[src/rtl/fir_pkg.sv]
package fir_pkg;
  // register stages from input to output: two multiplier halves, then the sum chain
  localparam int LATENCY = 3;

  typedef struct packed {
    logic ldMul1;   // first multiplier half captures a new sample
    logic ldMul2;   // second multiplier half completes the product
    logic ldSum;    // transposed sum chain and output register advance
  } firStrobe_t;
endpackage

[src/rtl/fir_ctl.sv]
module fir_ctl
  import fir_pkg::*;
(
  input  logic       clk,
  input  logic       rst,
  input  logic       inValid,
  output firStrobe_t strobe,
  output logic       outValid
);
  logic [LATENCY-1:0] vPipe;

  always_ff @(posedge clk) begin
    if (rst) vPipe <= '0;
    else     vPipe <= {vPipe[LATENCY-2:0], inValid};
  end

  always_comb begin
    strobe.ldMul1 = inValid;
    strobe.ldMul2 = vPipe[0];
    strobe.ldSum  = vPipe[1];
  end

  assign outValid = vPipe[LATENCY-1];
endmodule

[src/rtl/fir_split_mult.sv]
module fir_split_mult #(
  parameter int DW   = 8,
  parameter int CW   = 8,
  parameter int COEF = 0,
  parameter int PW   = DW + CW
) (
  input  logic                 clk,
  input  logic                 rst,
  input  logic                 ld1,
  input  logic                 ld2,
  input  logic signed [DW-1:0] x,
  output logic signed [PW-1:0] prod
);
  localparam int LH = CW / 2;
  localparam int HW = CW - LH;
  localparam logic [CW-1:0] CBITS = COEF[CW-1:0];
  localparam logic signed [PW-1:0] LO_EXT = {{(PW-LH){1'b0}}, CBITS[LH-1:0]};
  localparam logic signed [PW-1:0] HI_EXT = {{(PW-HW){CBITS[CW-1]}}, CBITS[CW-1:LH]};

  logic signed [PW-1:0] xExt, loProd, xHold, loPart, hiProd;

  assign xExt   = {{(PW-DW){x[DW-1]}}, x};
  assign loProd = xExt * LO_EXT;

  always_ff @(posedge clk) begin
    if (rst) begin
      xHold  <= '0;
      loPart <= '0;
    end else if (ld1) begin
      xHold  <= xExt;
      loPart <= loProd;
    end
  end

  assign hiProd = (xHold * HI_EXT) <<< LH;

  always_ff @(posedge clk) begin
    if (rst)      prod <= '0;
    else if (ld2) prod <= hiProd + loPart;
  end
endmodule

[src/rtl/fir_dp.sv]
module fir_dp
  import fir_pkg::*;
#(
  parameter int DW     = 8,
  parameter int CW     = 8,
  parameter int COEF_A = 23,
  parameter int COEF_B = -77,
  parameter int COEF_C = 109,
  parameter int OW     = DW + CW + 2
) (
  input  logic                 clk,
  input  logic                 rst,
  input  firStrobe_t           strobe,
  input  logic signed [DW-1:0] inSample,
  output logic signed [OW-1:0] yOut
);
  localparam int NTAP = 3;
  localparam int PW   = DW + CW;

  logic signed [PW-1:0] prodArr [NTAP];
  logic signed [OW-1:0] prodExt [NTAP];
  logic signed [OW-1:0] partSum [NTAP];

  for (genvar g = 0; g < NTAP; g++) begin : g_tap
    localparam int CF = (g == 0) ? COEF_A : ((g == 1) ? COEF_B : COEF_C);
    fir_split_mult #(.DW(DW), .CW(CW), .COEF(CF), .PW(PW)) u_mult (
      .clk (clk),
      .rst (rst),
      .ld1 (strobe.ldMul1),
      .ld2 (strobe.ldMul2),
      .x   (inSample),
      .prod(prodArr[g])
    );
    assign prodExt[g] = {{(OW-PW){prodArr[g][PW-1]}}, prodArr[g]};

    if (g == 0) begin : g_out
      always_ff @(posedge clk) begin
        if (rst)               partSum[g] <= '0;
        else if (strobe.ldSum) partSum[g] <= prodExt[g] + partSum[g+1];
      end
    end else if (g == NTAP-1) begin : g_last
      always_ff @(posedge clk) begin
        if (rst)               partSum[g] <= '0;
        else if (strobe.ldSum) partSum[g] <= prodExt[g];
      end
    end else begin : g_mid
      always_ff @(posedge clk) begin
        if (rst)               partSum[g] <= '0;
        else if (strobe.ldSum) partSum[g] <= prodExt[g] + partSum[g+1];
      end
    end
  end

  assign yOut = partSum[0];
endmodule

[src/rtl/fir_xpose_pipe.sv]
module fir_xpose_pipe
  import fir_pkg::*;
#(
  parameter int DW     = 8,
  parameter int CW     = 8,
  parameter int COEF_A = 23,
  parameter int COEF_B = -77,
  parameter int COEF_C = 109,
  localparam int OW    = DW + CW + 2
) (
  input  logic                 clk,
  input  logic                 rst,
  input  logic                 inValid,
  input  logic signed [DW-1:0] inSample,
  output logic                 outValid,
  output logic signed [OW-1:0] outSample
);
  firStrobe_t strobe;

  fir_ctl u_ctl (
    .clk     (clk),
    .rst     (rst),
    .inValid (inValid),
    .strobe  (strobe),
    .outValid(outValid)
  );

  fir_dp #(
    .DW(DW), .CW(CW), .COEF_A(COEF_A), .COEF_B(COEF_B), .COEF_C(COEF_C), .OW(OW)
  ) u_dp (
    .clk     (clk),
    .rst     (rst),
    .strobe  (strobe),
    .inSample(inSample),
    .yOut    (outSample)
  );
endmodule

[config.mk]
export PLATFORM = sky130hd
export DESIGN_NAME = fir_xpose_pipe
export DESIGN_NICKNAME = d
export VERILOG_FILES = /design/src/rtl/fir_pkg.sv /design/src/rtl/fir_ctl.sv /design/src/rtl/fir_split_mult.sv /design/src/rtl/fir_dp.sv /design/src/rtl/fir_xpose_pipe.sv
export SDC_FILE = /design/constraint.sdc
export NUM_CORES = 1
export LEC_CHECK = 0
export BUFFER_PORTS_ARGS = -buffer_cell sky130_fd_sc_hd__buf_2
export CORE_ASPECT_RATIO = 0.7
export CORE_UTILIZATION = 50
export DETAILED_ROUTE_END_ITERATION = 7
export PLACE_DENSITY_LB_ADDON = 0.3
export SLEW_MARGIN = 20
export SYNTH_ARGS = -nofsm -noshare
export SYNTH_HDL_FRONTEND = slang
export SYNTH_SLANG_ARGS = --single-unit
[constraint.sdc]
create_clock -name clk -period 5 [get_ports clk]
set_input_delay 0.25 -clock clk [delete_from_list [all_inputs] [get_ports clk]]
set_output_delay 0.25 -clock clk [all_outputs]
set_load 0.02 [all_outputs]
==> results.sh, run 1 <==
export IMPL_status="finished, final reports clean"
export IMPL_synth_seq_cells=139
export IMPL_path_class="reg2reg"
export IMPL_cts_max_level=4
export IMPL_yosys_area_top_type="dfxtp_1"
export IMPL_ys_warn_count=0
export IMPL_worstSetupEndpointType="register"
export IMPL_clk_pin_slew_worst_paths_ns=0.07
export IMPL_power_density_nw_per_um2=351
export IMPL_num_rows=42
export IMPL_arrival_ns=4.61
export IMPL_max_slew_margin=0.402
export IMPL_yosysUniqueCellTypes=58
export IMPL_clk_latency_ns=0.43
export IMPL_die_height_um=121
export IMPL_netlist_area_um2=10100
export IMPL_drc=0
export IMPL_ant_nets=0
export IMPL_synth_edf_count=52
export IMPL_yosysSeqAreaShare=0.329
export IMPL_cts_max_path_buffers=2
export IMPL_worst_pin_slew_ns=0.896
export IMPL_die_w_um=171
export IMPL_final_common_cell="ha_1"
export IMPL_synth_fp_nets=1223
export IMPL_stdcell_area_um2=11100
export IMPL_switchingPower_uw=1340
export IMPL_cts_resized=0
export IMPL_cts_buffers=17
export IMPL_ctsHoldBuffers=0
export IMPL_leakage_uw=0.00509
export IMPL_hp_class="in2reg"
export IMPL_cts_tree="done"
export IMPL_skew_ns=0.0143
export IMPL_grt_pass1_wl_mm=35.6
export IMPL_start_util=0.521
export IMPL_gp_congestion=0.844
export IMPL_crit_chain="inv_1 -> ha_1 -> inv_1 -> fa_1 -> inv_1 -> ha_1 -> ha_1 -> a21o_1 -> a21oi_1 -> o21bai_1 -> a21oi_1 -> xnor2_1 -> ha_1 -> a21oi_1 -> nand2_1 -> o21ai_0 -> o21ai_0 -> xnor2_1 -> a211oi_1"
export IMPL_rsz0062_at_grt="no"
export IMPL_vdd_drop_max_mv=0.247
export IMPL_crit_top_cell="ha_1"
export IMPL_wl_per_cell_um=15.7
export IMPL_fmax_mhz=234
export IMPL_grt_max_degree=53
export IMPL_n_antenna_cell=0
export IMPL_placed_cell_area_um2=10500
export IMPL_dr_total_vias=7311
export IMPL_async_flop_share=0
export IMPL_slowest_stage="fa_1"
export IMPL_synth_ff_type="dfxtp_1"
export IMPL_cp_max_fo=6
export IMPL_core_um2=19300
export IMPL_dp_hpwl_mm=15.7
export IMPL_num_io_pins=30
export IMPL_drtIter0Drc=473
export IMPL_finalNetCount=1249
export IMPL_p_comb_frac=0.324
export IMPL_final_cell_mix="ha_1 (134), nor2_1 (127), inv_1 (97)"
export IMPL_vias_per_cell=5.42
export IMPL_clock_root_buffer="clkbuf_16"
export IMPL_start_kind="register"
export IMPL_slew_viol_final=0
export IMPL_firstDrtPassIters=5
export IMPL_setup_tns_ns=0
export IMPL_grt_overflow=0
export IMPL_worst_ep_required_time_ns=5.34
export IMPL_drive_gt1_frac=0.0801
export IMPL_p_int_uw=2540
export IMPL_slowest_delay_ns=0.47
export IMPL_cts_sinks=139
export IMPL_setup_violations_final=0
export IMPL_pwr_share_seq=0.348
export IMPL_grt_pass1_vias=7124
export IMPL_track_usage=0.220
export IMPL_clkPwrFrac=0.328
export IMPL_synthCells=1047
export IMPL_die_area_um2=20700
export IMPL_syn2layout_area_growth_pct=9.94
export IMPL_sw_frac_of_total=0.346
export IMPL_min_period_over_period=0.854
export IMPL_antenna_found_initial=0
export IMPL_synthTopCellsByArea="dfxtp_1 (17%), ha_1 (17%), edfxtp_1 (16%)"
export IMPL_post_cts_setup_buffers=0
export IMPL_fill_cells=1696
export IMPL_io_buffers=29
export IMPL_period_needed_ns=4.27
export IMPL_drv_cap=0
export IMPL_hold_viol=0
export IMPL_postSynthAreaPerCell_um2=9.60
export IMPL_wirelength_mm=21.2
export IMPL_synth_top_area_share=0.173
## cell type report
type                            instances  area [um2]  share of cell area
Clock buffer                           17         425              0.0385
Clock inverter                         15         160              0.0145
Inverter                               97         364              0.0329
Multi-Input combinational cell        783        6280               0.568
Sequential cell                       139        3300               0.299
Tap cell                              264         330              0.0299
Timing Repair Buffer                   35         190              0.0172
## per-stage QoR
step / utilization / hold slack (ns) / instances / setup slack [ns] / total power [uW]
4_1_cts: 0.573 / 0.114 / 1350 / 0.767 / 3890
3_5_place_dp: 0.543 / 0.440 / 1318 / 0.777 / 2610
6_report: 0.573 / 0.130 / 1350 / 0.732 / 3880
3_3_place_gp: 0.543 / 0.430 / 1318 / 0.833 / 2580
2_1_floorplan: - / 0.398 / 1047 / 1.13 / 2340
5_1_grt: 0.573 / 0.163 / 1350 / 0.378 / 4120
## state kept, by name (all words and copies together), names as in the netlist
signal and count:
u_dp.g_tap.u_mult.xHold 6, u_ctl.vPipe 3, u_dp.g_tap.u_mult.prod 45, u_dp.g_tap.u_mult.loPart 33
u_dp.partSum 52
## logic make-up after synthesis
kind of cell / synth area share
AND/OR/NAND/NOR: 0.127
multiplexers: 0.0590
adder cells (fa/ha/maj): 0.229
XOR/XNOR: 0.0741
flip-flops: 0.329
AO/OA/AOI/OAI: 0.136
buffers and inverters: 0.0469
## power groups by stage
stage               registers (uW)  logic (uW)  clock network [uW]
floorplan                     1360         988                   0
global placement              1370        1210                   0
detailed placement            1370        1240                   0
CTS                           1350        1250                1290
global route                  1360        1420                1350
finish                        1350        1260                1270
## cell usage after synthesis, types with 2 or more instances
library cell,instances
mux2_2,2
a21o_2,2
a21boi_0,5
edfxtp_1,52
inv_1,97
nand2b_1,20
o31ai_1,3
nor4_1,3
a211oi_1,13
a21oi_1,50
nand3_1,12
nor2b_1,17
a211oi_2,2
fa_1,31
a21o_1,26
dfxtp_1,87
xor2_1,25
and2_1,20
a31o_2,3
or3_1,5
o22ai_1,12
buf_2,2
nand4_1,3
and4_1,3
o21ai_0,36
nand2_1,27
nor3_1,21
ha_1,134
clkbuf_1,25
o2111a_1,2
a31oi_1,14
o2111ai_1,2
xnor2_1,60
or2_2,4
nor2_1,127
o211ai_1,5
mux2i_1,57
o21a_1,7
and3_1,3
o21bai_1,10
## metal layers
metal | global-route usage | vias up | wire length [um]
li1 | - | 3709 | -
met1 | 0.330 | 3476 | 11500
met2 | 0.329 | 109 | 8850
met3 | 0.0380 | 17 | 726
met4 | 0.0407 | 0 | 159
met5 | 0 | - | 0
## path summary, 6_finish.rpt
kind / from / to / slack (ns) / cells past startpoint
hold / removal: inSample[0] / u_dp.g_tap[2].u_mult.loPart[0] / 0.13 / 3
setup / recovery: u_dp.g_tap[2].u_mult.loPart[1] / u_dp.g_tap[1].u_mult.prod[15] / 0.73 / 19
hold reg to reg: u_dp.g_tap[2].u_mult.prod[15] / u_dp.g_tap[2].u_mult.prod[15] / 0.45 / 2
setup reg to reg: u_dp.g_tap[2].u_mult.loPart[1] / u_dp.g_tap[1].u_mult.prod[15] / 0.73 / 19
## critical path: cells and delay by family, from the launching register on
family / cells / cell delay (ns)
fa+ha+maj: 5 / 1.63
compound gates: 8 / 1.52
flops: 1 / 0.42
xor+xnor: 2 / 0.32
buf+inv: 3 / 0.21
simple gates: 1 / 0.06
Power figures use the tool's default switching activity.
==> inputs of run 2 (changes only) <==
==> constraint.sdc (replaced) <==
create_clock -name clk -period 5 [get_ports clk]
set_input_delay 0.5 -clock clk [delete_from_list [all_inputs] [get_ports clk]]
set_output_delay 0.5 -clock clk [all_outputs]
set_load 0.02 [all_outputs]
==> run 2 against run 1 <==
Clock skew fell by 0.0031 ns. Fmax down 2.0%. Wire length shrank 1.2%.
==> results.sh, run 2 (synthesis results as in run 1) <==
export IMPL_largest_reg_flops=52
export IMPL_setup_tns_ns=0
export IMPL_start_kind="register"
export IMPL_power_density_nw_per_um2=347
export IMPL_stdcell_area_um2=11000
export IMPL_syn2layout_area_growth_pct=9.72
export IMPL_arrival_ns=4.69
export IMPL_die_area_um2=20700
export IMPL_clk_pin_slew_worst_paths_ns=0.06
export IMPL_post_cts_setup_buffers=0
export IMPL_switchingPower_uw=1300
export IMPL_period_needed_ns=4.35
export IMPL_io_buffers=29
export IMPL_die_w_um=171
export IMPL_cts_sinks=139
export IMPL_finalNetCount=1249
export IMPL_reg_largest_list="u_dp.partSum: 52 flops, u_dp.g_tap.u_mult.prod: 45 flops, u_dp.g_tap.u_mult.loPart: 33 flops"
export IMPL_wirelength_mm=21.0
export IMPL_track_usage=0.217
export IMPL_num_rows=42
export IMPL_setup_violations_final=0
export IMPL_p_int_uw=2520
export IMPL_worstSetupEndpointType="register"
export IMPL_n_antenna_cell=0
export IMPL_grt_overflow=0
export IMPL_gp_congestion=0.835
export IMPL_cts_resized=0
export IMPL_fmax_mhz=230
export IMPL_die_height_um=121
export IMPL_firstDrtPassIters=5
export IMPL_max_slew_margin=0.396
export IMPL_cts_max_level=4
export IMPL_start_util=0.521
export IMPL_pwr_share_seq=0.353
export IMPL_cts_max_path_buffers=2
export IMPL_cts_tree="done"
export IMPL_ant_nets=0
export IMPL_drc=0
export IMPL_drive_gt1_frac=0.0792
export IMPL_cp_max_fo=6
export IMPL_vias_per_cell=5.40
export IMPL_grt_pass1_wl_mm=35.1
export IMPL_antenna_found_initial=0
export IMPL_path_class="reg2reg"
export IMPL_drv_cap=0
export IMPL_p_comb_frac=0.327
export IMPL_hp_class="in2reg"
export IMPL_dp_hpwl_mm=15.6
export IMPL_num_io_pins=30
export IMPL_grt_pass1_vias=7059
export IMPL_wl_per_cell_um=15.5
export IMPL_placed_cell_area_um2=10500
export IMPL_drtIter0Drc=416
export IMPL_core_um2=19300
export IMPL_dr_total_vias=7295
export IMPL_fill_cells=1702
export IMPL_vdd_drop_max_mv=0.268
export IMPL_status="finished, final reports clean"
export IMPL_ctsHoldBuffers=0
export IMPL_skew_ns=0.0112
export IMPL_largest_register="u_dp.partSum"
export IMPL_cts_buffers=17
export IMPL_worst_pin_slew_ns=0.906
export IMPL_clock_root_buffer="clkbuf_16"
export IMPL_min_period_over_period=0.871
export IMPL_clkPwrFrac=0.321
export IMPL_grt_max_degree=53
export IMPL_final_cell_mix="ha_1 (134), nor2_1 (127), inv_1 (97)"
export IMPL_sw_frac_of_total=0.341
export IMPL_final_common_cell="ha_1"
export IMPL_worst_ep_required_time_ns=5.34
export IMPL_hold_viol=0
export IMPL_slew_viol_final=0
export IMPL_rsz0062_at_grt="no"
export IMPL_leakage_uw=0.00508
export IMPL_clk_latency_ns=0.42
-- run 2: cell type report --
cell class                 count  area [um2]  area share
timing repair buffer          35         190      0.0172
tap                          264         330      0.0299
multi-input combinational    783        6280       0.569
inverter                      97         364      0.0330
sequential                   139        3300       0.300
clock inverter                14         134      0.0121
clock buffer                  18         429      0.0389
-- run 2: worst max-delay path: stages (launching register included) --
cell	delay, ns
dfxtp_1	0.44
inv_1	0.15
ha_1	0.30
inv_1	0.04
fa_1	0.47
inv_1	0.04
ha_1	0.30
ha_1	0.29
a21o_1	0.17
a21oi_1	0.20
o21bai_1	0.09
a21oi_1	0.24
xnor2_1	0.19
ha_1	0.27
a21oi_1	0.17
nand2_1	0.06
o21ai_0	0.29
o21ai_0	0.18
xnor2_1	0.16
a211oi_1	0.22
-- run 2: per-stage QoR --
step | hold slack [ns] | total power, uW | instances | utilization | setup WS, ns
after detailed placement | 0.446 | 2610 | 1318 | 0.543 | 0.709
after CTS | 0.366 | 3840 | 1350 | 0.572 | 0.685
after global placement | 0.430 | 2580 | 1318 | 0.543 | 0.855
final | 0.374 | 3820 | 1350 | 0.572 | 0.646
after global routing | 0.370 | 4080 | 1350 | 0.572 | 0.368
after floorplan | 0.417 | 2340 | 1047 | - | 1.13
-- run 2: final timing paths --
path | startpoint | end | slack (ns) | cells after the start
worst min register to register | u_dp.g_tap[2].u_mult.prod[15] | u_dp.g_tap[2].u_mult.prod[15] | 0.45 | 2
worst max-delay path | u_dp.g_tap[2].u_mult.loPart[1] | u_dp.g_tap[1].u_mult.prod[15] | 0.65 | 19
worst min-delay path | inSample[0] | u_dp.g_tap[2].u_mult.loPart[0] | 0.37 | 3
worst max register to register | u_dp.g_tap[2].u_mult.loPart[1] | u_dp.g_tap[1].u_mult.prod[15] | 0.65 | 19
-- run 2: power by group through the flow --
stage          clock network (uW)  registers [uW]  logic [uW]
2_1_floorplan                   0            1360         988
3_3_place_gp                    0            1370        1210
3_5_place_dp                    0            1370        1230
4_1_cts                      1240            1350        1250
5_1_grt                      1300            1360        1420
6_report                     1230            1350        1250
-- run 2: routing by layer --
layer / track usage / vias up / wire length [um]
met5: 0 / - / 0
met4: 0.0435 / 0 / 136
met3: 0.0350 / 13 / 909
met2: 0.327 / 111 / 8650
met1: 0.325 / 3466 / 11300
li1: - / 3705 / -
